$ cat src/rtl/spi_cfg_pkg.sv
`timescale 1ns/1ps
package spi_cfg_pkg;
  localparam int CS_N    = 4;
  localparam int CS_IW   = $clog2(CS_N);
  localparam int DATA_W  = 16;
  localparam int DIV_W   = 8;
  localparam int LEN_W   = 4;
  localparam int MIN_LEN = 8;
  localparam int ADDR_W  = 4;
  localparam int BUS_W   = 32;

  localparam logic [ADDR_W-1:0] A_CTRL = 4'd0;
  localparam logic [ADDR_W-1:0] A_MODE = 4'd1;
  localparam logic [ADDR_W-1:0] A_STAT = 4'd2;
  localparam logic [ADDR_W-1:0] A_TXD  = 4'd3;
  localparam logic [ADDR_W-1:0] A_RXD  = 4'd4;
  localparam logic [ADDR_W-1:0] A_CFG  = 4'd8;

  localparam int CTRL_EN  = 0;
  localparam int CTRL_DIS = 1;
  localparam int CTRL_RST = 7;
  localparam int MODE_MST = 0;
  localparam int MODE_MFD = 1;
  localparam int MODE_SEL = 4;

  typedef struct packed {
    logic             ncpha;
    logic             cpol;
    logic [LEN_W-1:0] len_code;
    logic [DIV_W-1:0] div;
  } cs_cfg_t;

  localparam int CFG_W = $bits(cs_cfg_t);
endpackage

$ cat src/rtl/spi_cfg_regs.sv
`timescale 1ns/1ps
module spi_cfg_regs
  import spi_cfg_pkg::*;
(
  input  logic                   clk_i,
  input  logic                   rst_ni,
  input  logic                   req_i,
  input  logic                   we_i,
  input  logic [ADDR_W-1:0]      addr_i,
  input  logic [BUS_W-1:0]       wdata_i,
  output logic [BUS_W-1:0]       rdata_o,
  output logic                   en_o,
  output logic                   master_o,
  output logic [CS_N-1:0]        psel_o,
  output cs_cfg_t [CS_N-1:0]     cfg_o,
  output logic [DATA_W-1:0]      tx_word_o,
  output logic                   tx_full_o,
  input  logic                   load_i,
  input  logic                   done_i,
  input  logic [DATA_W-1:0]      rx_word_i,
  output logic                   srst_o
);
  logic wr, rd, wr_txd, rd_rxd, cfg_hit;
  logic [CS_IW-1:0] cfg_idx;
  logic en_q, mst_q, mfd_q, tx_full_q, rx_full_q;
  logic [CS_N-1:0] psel_q;
  cs_cfg_t [CS_N-1:0] cfg_q;
  logic [DATA_W-1:0] tx_q, rx_q;
  logic unused_wdata;

  assign wr      = req_i & we_i;
  assign rd      = req_i & ~we_i;
  assign wr_txd  = wr && addr_i == A_TXD;
  assign rd_rxd  = rd && addr_i == A_RXD;
  assign srst_o  = wr && addr_i == A_CTRL && wdata_i[CTRL_RST];
  assign cfg_hit = addr_i >= A_CFG && addr_i < A_CFG + ADDR_W'(CS_N);
  assign cfg_idx = CS_IW'(addr_i - A_CFG);
  assign unused_wdata = ^wdata_i;

  always_ff @(posedge clk_i or negedge rst_ni) begin
    if (!rst_ni) begin
      en_q <= 1'b0; mst_q <= 1'b0; mfd_q <= 1'b0; psel_q <= '1;
      cfg_q <= '0; tx_q <= '0; rx_q <= '0; tx_full_q <= 1'b0; rx_full_q <= 1'b0;
    end else if (srst_o) begin
      en_q <= 1'b0; mst_q <= 1'b0; mfd_q <= 1'b0; psel_q <= '1;
      cfg_q <= '0; tx_q <= '0; rx_q <= '0; tx_full_q <= 1'b0; rx_full_q <= 1'b0;
    end else begin
      if (wr && addr_i == A_CTRL) begin
        if (wdata_i[CTRL_DIS])     en_q <= 1'b0;
        else if (wdata_i[CTRL_EN]) en_q <= 1'b1;
      end
      if (wr && addr_i == A_MODE) begin
        mst_q  <= wdata_i[MODE_MST];
        mfd_q  <= wdata_i[MODE_MFD];
        psel_q <= wdata_i[MODE_SEL +: CS_N];
      end
      if (wr && cfg_hit) cfg_q[cfg_idx] <= cs_cfg_t'(wdata_i[CFG_W-1:0]);
      if (load_i) tx_full_q <= 1'b0;
      if (wr_txd) begin
        tx_q      <= wdata_i[DATA_W-1:0];
        tx_full_q <= 1'b1;
      end
      if (rd_rxd) rx_full_q <= 1'b0;
      if (done_i) begin
        rx_full_q <= 1'b1;
        rx_q      <= rx_word_i;
      end
    end
  end

  always_comb begin
    rdata_o = '0;
    case (addr_i)
      A_CTRL: rdata_o[CTRL_EN] = en_q;
      A_MODE: begin
        rdata_o[MODE_MST] = mst_q;
        rdata_o[MODE_MFD] = mfd_q;
        rdata_o[MODE_SEL +: CS_N] = psel_q;
      end
      A_STAT: rdata_o[1:0] = {~tx_full_q, rx_full_q};
      A_RXD:  rdata_o[DATA_W-1:0] = rx_q;
      default: if (cfg_hit) rdata_o[CFG_W-1:0] = cfg_q[cfg_idx];
    endcase
  end

  assign en_o      = en_q;
  assign master_o  = mst_q;
  assign psel_o    = psel_q;
  assign cfg_o     = cfg_q;
  assign tx_word_o = tx_q;
  assign tx_full_o = tx_full_q;

  a_r2_txd_write_fills: assert property (@(posedge clk_i) disable iff (!rst_ni)
    wr_txd |=> tx_full_q);
  a_r9_read_clears_full: assert property (@(posedge clk_i) disable iff (!rst_ni)
    (rd_rxd && !done_i && !srst_o) |=> !rx_full_q);
  a_r9_done_sets_full: assert property (@(posedge clk_i) disable iff (!rst_ni)
    (done_i && !srst_o) |=> rx_full_q);
endmodule

$ cat src/rtl/spi_cfg_engine.sv
`timescale 1ns/1ps
module spi_cfg_engine
  import spi_cfg_pkg::*;
(
  input  logic              clk_i,
  input  logic              rst_ni,
  input  logic              srst_i,
  input  logic              start_i,
  input  cs_cfg_t           cfg_i,
  input  logic [CS_IW-1:0]  cs_idx_i,
  input  logic [DATA_W-1:0] tx_word_i,
  input  logic              miso_i,
  output logic              load_o,
  output logic              done_o,
  output logic              busy_o,
  output logic [CS_IW-1:0]  cs_idx_o,
  output logic [DATA_W-1:0] rx_word_o,
  output logic              sck_o,
  output logic              mosi_o
);
  localparam int BITS_W = $clog2(DATA_W + 1);
  localparam int EDGE_W = $clog2(2 * DATA_W + 1);

  logic busy_q, sck_q, cpol_q, ncpha_q;
  logic [DIV_W-1:0]  cnt_q, div_q, new_div;
  logic [EDGE_W-1:0] edge_q;
  logic [BITS_W-1:0] bits_q, new_bits;
  logic [CS_IW-1:0]  cs_q;
  logic [DATA_W-1:0] tx_sr, rx_sr;
  logic tick, last, lead, capture;

  assign new_div  = (cfg_i.div == '0) ? DIV_W'(1) : cfg_i.div;
  assign new_bits = (cfg_i.len_code > LEN_W'(DATA_W - MIN_LEN)) ? BITS_W'(DATA_W)
                  : BITS_W'(cfg_i.len_code) + BITS_W'(MIN_LEN);
  assign tick    = busy_q && cnt_q == '0;
  assign last    = edge_q == EDGE_W'({bits_q, 1'b0});
  assign done_o  = tick && last;
  assign load_o  = start_i && (!busy_q || done_o);
  assign lead    = ~edge_q[0];           // next edge index is odd -> leading
  assign capture = (lead == ncpha_q);

  always_ff @(posedge clk_i or negedge rst_ni) begin
    if (!rst_ni) begin
      busy_q <= 1'b0; sck_q <= 1'b0; cpol_q <= 1'b0; ncpha_q <= 1'b0;
      cnt_q <= '0; div_q <= '0; edge_q <= '0; bits_q <= '0; cs_q <= '0;
      tx_sr <= '0; rx_sr <= '0;
    end else if (srst_i) begin
      busy_q <= 1'b0; sck_q <= 1'b0; cpol_q <= 1'b0; ncpha_q <= 1'b0;
      cnt_q <= '0; div_q <= '0; edge_q <= '0; bits_q <= '0; cs_q <= '0;
      tx_sr <= '0; rx_sr <= '0;
    end else if (load_o) begin
      busy_q  <= 1'b1;
      div_q   <= new_div;
      cnt_q   <= new_div - 1'b1;
      edge_q  <= '0;
      bits_q  <= new_bits;
      cpol_q  <= cfg_i.cpol;
      ncpha_q <= cfg_i.ncpha;
      sck_q   <= cfg_i.cpol;
      cs_q    <= cs_idx_i;
      tx_sr   <= tx_word_i << (BITS_W'(DATA_W) - new_bits);
      rx_sr   <= '0;
    end else if (done_o) begin
      busy_q <= 1'b0;
    end else if (tick) begin
      edge_q <= edge_q + 1'b1;
      sck_q  <= ~sck_q;
      cnt_q  <= div_q - 1'b1;
      if (capture) rx_sr <= {rx_sr[DATA_W-2:0], miso_i};
      else if (!(lead && edge_q == '0)) tx_sr <= tx_sr << 1;
    end else if (busy_q) begin
      cnt_q <= cnt_q - 1'b1;
    end
  end

  assign busy_o    = busy_q;
  assign cs_idx_o  = cs_q;
  assign rx_word_o = rx_sr;
  assign sck_o     = sck_q;
  assign mosi_o    = tx_sr[DATA_W-1];

  a_r4_len_in_range: assert property (@(posedge clk_i) disable iff (!rst_ni)
    busy_q |-> (bits_q >= BITS_W'(MIN_LEN) && bits_q <= BITS_W'(DATA_W)));
  a_r5_sck_idle_at_end: assert property (@(posedge clk_i) disable iff (!rst_ni)
    done_o |-> sck_q == cpol_q);
endmodule

$ cat src/rtl/spi_cfg_master.sv
`timescale 1ns/1ps
module spi_cfg_master
  import spi_cfg_pkg::*;
(
  input  logic              clk_i,
  input  logic              rst_ni,
  input  logic              req_i,
  input  logic              we_i,
  input  logic [ADDR_W-1:0] addr_i,
  input  logic [BUS_W-1:0]  wdata_i,
  output logic [BUS_W-1:0]  rdata_o,
  output logic              sck_o,
  output logic              mosi_o,
  input  logic              miso_i,
  output logic [CS_N-1:0]   cs_n_o
);
  logic en, master, tx_full, load, done, busy, srst, start, sel_valid;
  logic eng_sck, eng_mosi;
  logic [CS_N-1:0]   psel;
  logic [CS_IW-1:0]  sel_idx, cur_idx;
  logic [DATA_W-1:0] tx_word, rx_word;
  cs_cfg_t [CS_N-1:0] cfg;
  cs_cfg_t cfg_sel;

  spi_cfg_regs u_regs (
    .clk_i, .rst_ni, .req_i, .we_i, .addr_i, .wdata_i, .rdata_o,
    .en_o(en), .master_o(master), .psel_o(psel), .cfg_o(cfg),
    .tx_word_o(tx_word), .tx_full_o(tx_full),
    .load_i(load), .done_i(done), .rx_word_i(rx_word), .srst_o(srst)
  );

  // one-cold select, lowest zero wins
  always_comb begin
    sel_idx   = '0;
    sel_valid = 1'b0;
    for (int i = CS_N - 1; i >= 0; i--) begin
      if (!psel[i]) begin
        sel_idx   = CS_IW'(i);
        sel_valid = 1'b1;
      end
    end
  end

  assign cfg_sel = cfg[sel_idx];
  assign start   = tx_full && en && master && sel_valid;

  spi_cfg_engine u_eng (
    .clk_i, .rst_ni, .srst_i(srst), .start_i(start), .cfg_i(cfg_sel),
    .cs_idx_i(sel_idx), .tx_word_i(tx_word), .miso_i,
    .load_o(load), .done_o(done), .busy_o(busy), .cs_idx_o(cur_idx),
    .rx_word_o(rx_word), .sck_o(eng_sck), .mosi_o(eng_mosi)
  );

  assign sck_o  = busy ? eng_sck : cfg_sel.cpol;
  assign mosi_o = busy & eng_mosi;

  for (genvar g = 0; g < CS_N; g++) begin : g_cs
    assign cs_n_o[g] = !(busy && cur_idx == CS_IW'(g));
  end

  a_r3_one_select_low: assert property (@(posedge clk_i) disable iff (!rst_ni)
    $onehot0(~cs_n_o));
  a_r3_cs_follows_select: assert property (@(posedge clk_i) disable iff (!rst_ni)
    (load && !srst) |=> !cs_n_o[$past(sel_idx)]);
  a_r6_sck_still_at_select: assert property (@(posedge clk_i) disable iff (!rst_ni)
    $fell(&cs_n_o) |-> sck_o == $past(sck_o));
endmodule

$ cat config.mk
export PLATFORM = sky130hd
export DESIGN_NAME = spi_cfg_master
export DESIGN_NICKNAME = d
export VERILOG_FILES = /design/src/rtl/spi_cfg_pkg.sv /design/src/rtl/spi_cfg_regs.sv /design/src/rtl/spi_cfg_engine.sv /design/src/rtl/spi_cfg_master.sv
export SDC_FILE = /design/constraint.sdc
export NUM_CORES = 1
export LEC_CHECK = 0
export ABC_AREA = 1
export ABC_CLOCK_PERIOD_IN_PS = 2950
export BUFFER_PORTS_ARGS = -buffer_cell sky130_fd_sc_hd__clkbuf_2
export CORE_UTILIZATION = 50
export CTS_CLUSTER_SIZE = 25
export DETAILED_ROUTE_END_ITERATION = 7
export PLACE_DENSITY = 0.77
export SYNTH_ARGS = -nofsm -noshare
export SYNTH_HDL_FRONTEND = slang
export SYNTH_SLANG_ARGS = --single-unit
$ cat constraint.sdc
create_clock -name clk_i -period 2.95 [get_ports clk_i]
set_input_delay 0.59 -clock clk_i [delete_from_list [all_inputs] [get_ports clk_i]]
set_output_delay 0.59 -clock clk_i [all_outputs]
set_load 0.02 [all_outputs]
==> results.py <==
metrics = {
    "run_status": {
        "status": "completed",
    },
    "timing": {
        "post-route-min-period_ns": 2.81,
        "fin_skew_ns": 0.00921,
        "tightest_slew_ns": 0.717,
        "tns_ns": 0,
        "maxSlewViolCount": 0,
        "max_freq_mhz": 356,
        "grt_setup_unrepaired": "false",
        "hold_viol": 0,
        "relSlewSlack": 0.521,
        "fin_crit_sh": 0.953,
        "fin_hold_ws_ns": 0.0796,
        "finalSetupViolations": 0,
    },
    "worst_setup_path": {
        "cp.arrival_ns": 2.22,
        "path_common_cell": "buf_4",
        "rr_endpoint": "u_eng.tx_sr[15]$_DFFE_PN0P_",
        "cp_cell_sequence": "buf_6 -> inv_2 -> a21oi_2 -> buf_6 -> buf_4 -> nor2_1 -> o32ai_2 -> buf_4 -> o21ai_1 -> buf_4",
        "crit_type": "flip-flop to output pin",
        "critPathCapture": "sck_o",
        "cpPeakStageDelay_ns": 0.55,
        "cpMaxStageDelayCell": "dfstp_2",
        "cp-start-kind": "flip-flop",
        "r2r_start": "u_regs.psel_o[3]$_DFFE_PN1P_",
        "required_ns": 2.36,
        "worst-r2r-cell-count": 18,
        "cp-end-kind": "output pin",
        "critPathLaunch": "u_regs.psel_o[0]$_DFFE_PN1P_",
        "rrSetupSlack_ns": 0.17,
        "cp_max_fo": 8,
    },
    "drt": {
        "drt_iter0_markers": 1102,
        "wl_met3_um": 2120,
        "met2WireLength_um": 11000,
        "via_per_inst": 5.75,
        "drc_errors": 0,
        "firstDrtPassIters": 6,
        "top_layer": "met4",
        "num_vias": 8383,
        "postRouteWirelength_um": 24900,
        "detail-route-antenna-nets": 0,
        "wl_met1_um": 10700,
        "wl_per_cell_um": 17.1,
    },
    "clock_network": {
        "holdBufCountCts": 0,
        "cts.sinks": 161,
        "htreeDepth": 4,
        "cts_tree": "done",
        "root_buffer": "clkbuf_16",
        "cts_inserted_buffers": 17,
        "clk_latency_ns": 0.43,
        "path_clk_slew_ns": 0.06,
        "clk_path_buf_depth": 2,
    },
    "floorplanning": {
        "dieArea_um2": 18700,
        "fp.dieW_um": 137,
        "rows": 48,
        "ios": 79,
        "start_util": 0.518,
        "dieHeight_um": 137,
        "core_area_um2": 17500,
    },
    "worst_hold_path": {
        "hp-class": "input port to asynchronous set/reset pin",
    },
    "power_and_ir_drop": {
        "ir_worst_vdd_uv": 476,
        "p_total_w": 0.00979,
        "p_per_area_nw_per_um2": 953,
        "p_leak_nw": 5.10,
    },
    "global_route": {
        "grt_pass1_vias": 7751,
        "grt_pass1_wl_um": 40100,
        "antenna_found_initial": 0,
        "grt_max_degree": 65,
        "grt_overflow_total": 0,
        "grt_usage": 0.283,
    },
    "place": {
        "dp_cells": 1423,
        "dp_hpwl_um": 17600,
        "port_buffers": 46,
        "gp_congestion": 0.939,
    },
    "logic_synthesis": {
        "ys_seq_elements": 161,
        "ys_types": 56,
        "seq_area_frac_synth": 0.444,
        "syn_area_per_cell_um2": 7.87,
        "synth_warnings": 0,
        "syn_area_um2": 9080,
        "syn_inst": 1154,
    },
    "flow_run": {
        "drv_cap": 0,
    },
    "layout": {
        "syn_to_final_growth_pct": 13.2,
        "final_core_util": 0.586,
        "insertedDiodeCount": 0,
        "final_cells": 1458,
        "nNetsFinal": 1265,
        "layout-drive-gt1-share": 0.161,
    },
}
==> critical path: cells and delay by family (launching register included) <==
family | cells | cell delay (ns)
flip-flops | 1 | 0.55
buffers and inverters | 6 | 0.81
AND/OR/NAND/NOR | 1 | 0.05
AO/OA/AOI/OAI | 3 | 0.38
==> registers in the layout, summed over array words and instances, names as in the netlist <==
name and flops:
u_eng.busy_o 1, u_eng.ncpha_q 1, u_eng.div_q 8, u_regs.psel_o 4
u_regs.master_o 1, u_eng.rx_word_o 16, u_regs.mfd_q 1, u_eng.sck_o 1
u_regs.rx_q 16, u_eng.edge_q 6, u_eng.cs_idx_o 2, u_eng.tx_sr 16
u_regs.tx_full_o 1, u_regs.cfg_o 56, u_regs.en_o 1, u_regs.rx_full_q 1
u_eng.bits_q 5, u_eng.cnt_q 8, u_regs.tx_word_o 16
==> logic make-up (layout without fill, tap and decap cells) <==
logic type                 after synthesis  in the layout  share of synthesized area
AOI/OAI and AO/OA                      265            265                      0.175
xor gates and xnor gates                 3              3                    0.00289
adders and majority gates                4              4                    0.00551
buffers and inverters                  251            315                      0.124
DFF                                    161            161                      0.444
muxes                                    1              1                    0.00124
other                                    1             16                   0.000413
and+or+nand+nor                        468            468                      0.247
==> area by class of cell <==
class / instances / area, um^2
Clock inverter: 12 / 134
Clock buffer: 20 / 447
Sequential cell: 161 / 4030
Timing Repair Buffer: 98 / 662
Inverter: 185 / 716
Multi-Input combinational cell: 757 / 4000
Tap cell: 225 / 282
Fill cell: 1586 / 7260
==> cell usage after synthesis (all sizes together) <==
library cell    n  area share
clkinv          3      0.0018
o221ai          4      0.0039
nand3         141       0.085
o211ai          5      0.0047
nor2           64       0.035
xor2            2      0.0019
a22o            1     0.00096
ha              4      0.0055
o21ai         112       0.065
nor3            6      0.0033
nand4           7      0.0088
nand3b          1     0.00083
dfrtp         157        0.43
o22ai         106       0.073
o32ai           2      0.0019
nand2         245        0.11
a31oi           2      0.0030
clkbuf         22      0.0091
a21oi          27       0.017
a221oi          1     0.00096
buf            44       0.037
a22oi           1     0.00083
or2             4      0.0028
inv           182       0.077
o2111ai         1     0.00096
mux2            1      0.0012
xnor2           1     0.00096
conb            1     0.00041
dfstp           4       0.012
o31ai           3      0.0025
==> per-layer routing <==
layer,up-vias,GRT usage
li1,3935,-
met1,3963,0.389
met2,415,0.418
met3,70,0.0593
met4,0,0.149
met5,-,0
==> where the power goes <==
part / switching, W / leakage, nW / internal, W
Combinational: 0.00279 / 2.81 / 0.00151
Clock: 0.000931 / 0.281 / 0.00127
Sequential: 0.000379 / 2.01 / 0.00291
==> through the flow <==
step	setup slack [ns]	instance area, um^2
floorplan	0.283	9140
global placement	0.136	9630
detailed placement	0.107	9630
CTS	0.0223	10200
global route	0.0325	10300
finish	0.139	10300
==> worst min path at each step <==
stage / from / end / slack [ns]
floorplan: rst_ni / u_eng.bits_q[0]$_DFFE_PN0N_ / 0.29
global placement: u_eng.tx_sr[1]$_DFFE_PN0P_ / u_eng.tx_sr[1]$_DFFE_PN0P_ / 0.47
detailed placement: u_eng.div_q[6]$_DFFE_PN0N_ / u_eng.div_q[6]$_DFFE_PN0N_ / 0.47
CTS: rst_ni / u_eng.tx_sr[13]$_DFFE_PN0P_ / 0.08
global route: rst_ni / u_eng.tx_sr[10]$_DFFE_PN0P_ / 0.10
finish: rst_ni / u_eng.tx_sr[7]$_DFFE_PN0P_ / 0.08
==> cell usage in the layout, fill, tap and decap left out, types with 17 or more instances in the layout <==
cell type / instances
a21oi_1: 24
buf_4: 49
clkbuf_16: 17
clkbuf_2: 44
dfrtp_1: 157
inv_1: 173
nand2_1: 227
nand3_1: 134
nor2_1: 50
o21ai_0: 97
o22ai_1: 106
==> repair_timing <==
item | in CTS | in global routing
gates resized for setup | 1 | 12
setup endpoints to repair | 1 | 13
pin swaps | 0 | 1
setup buffers | 2 | 1
(Power assumes the default switching activity.)
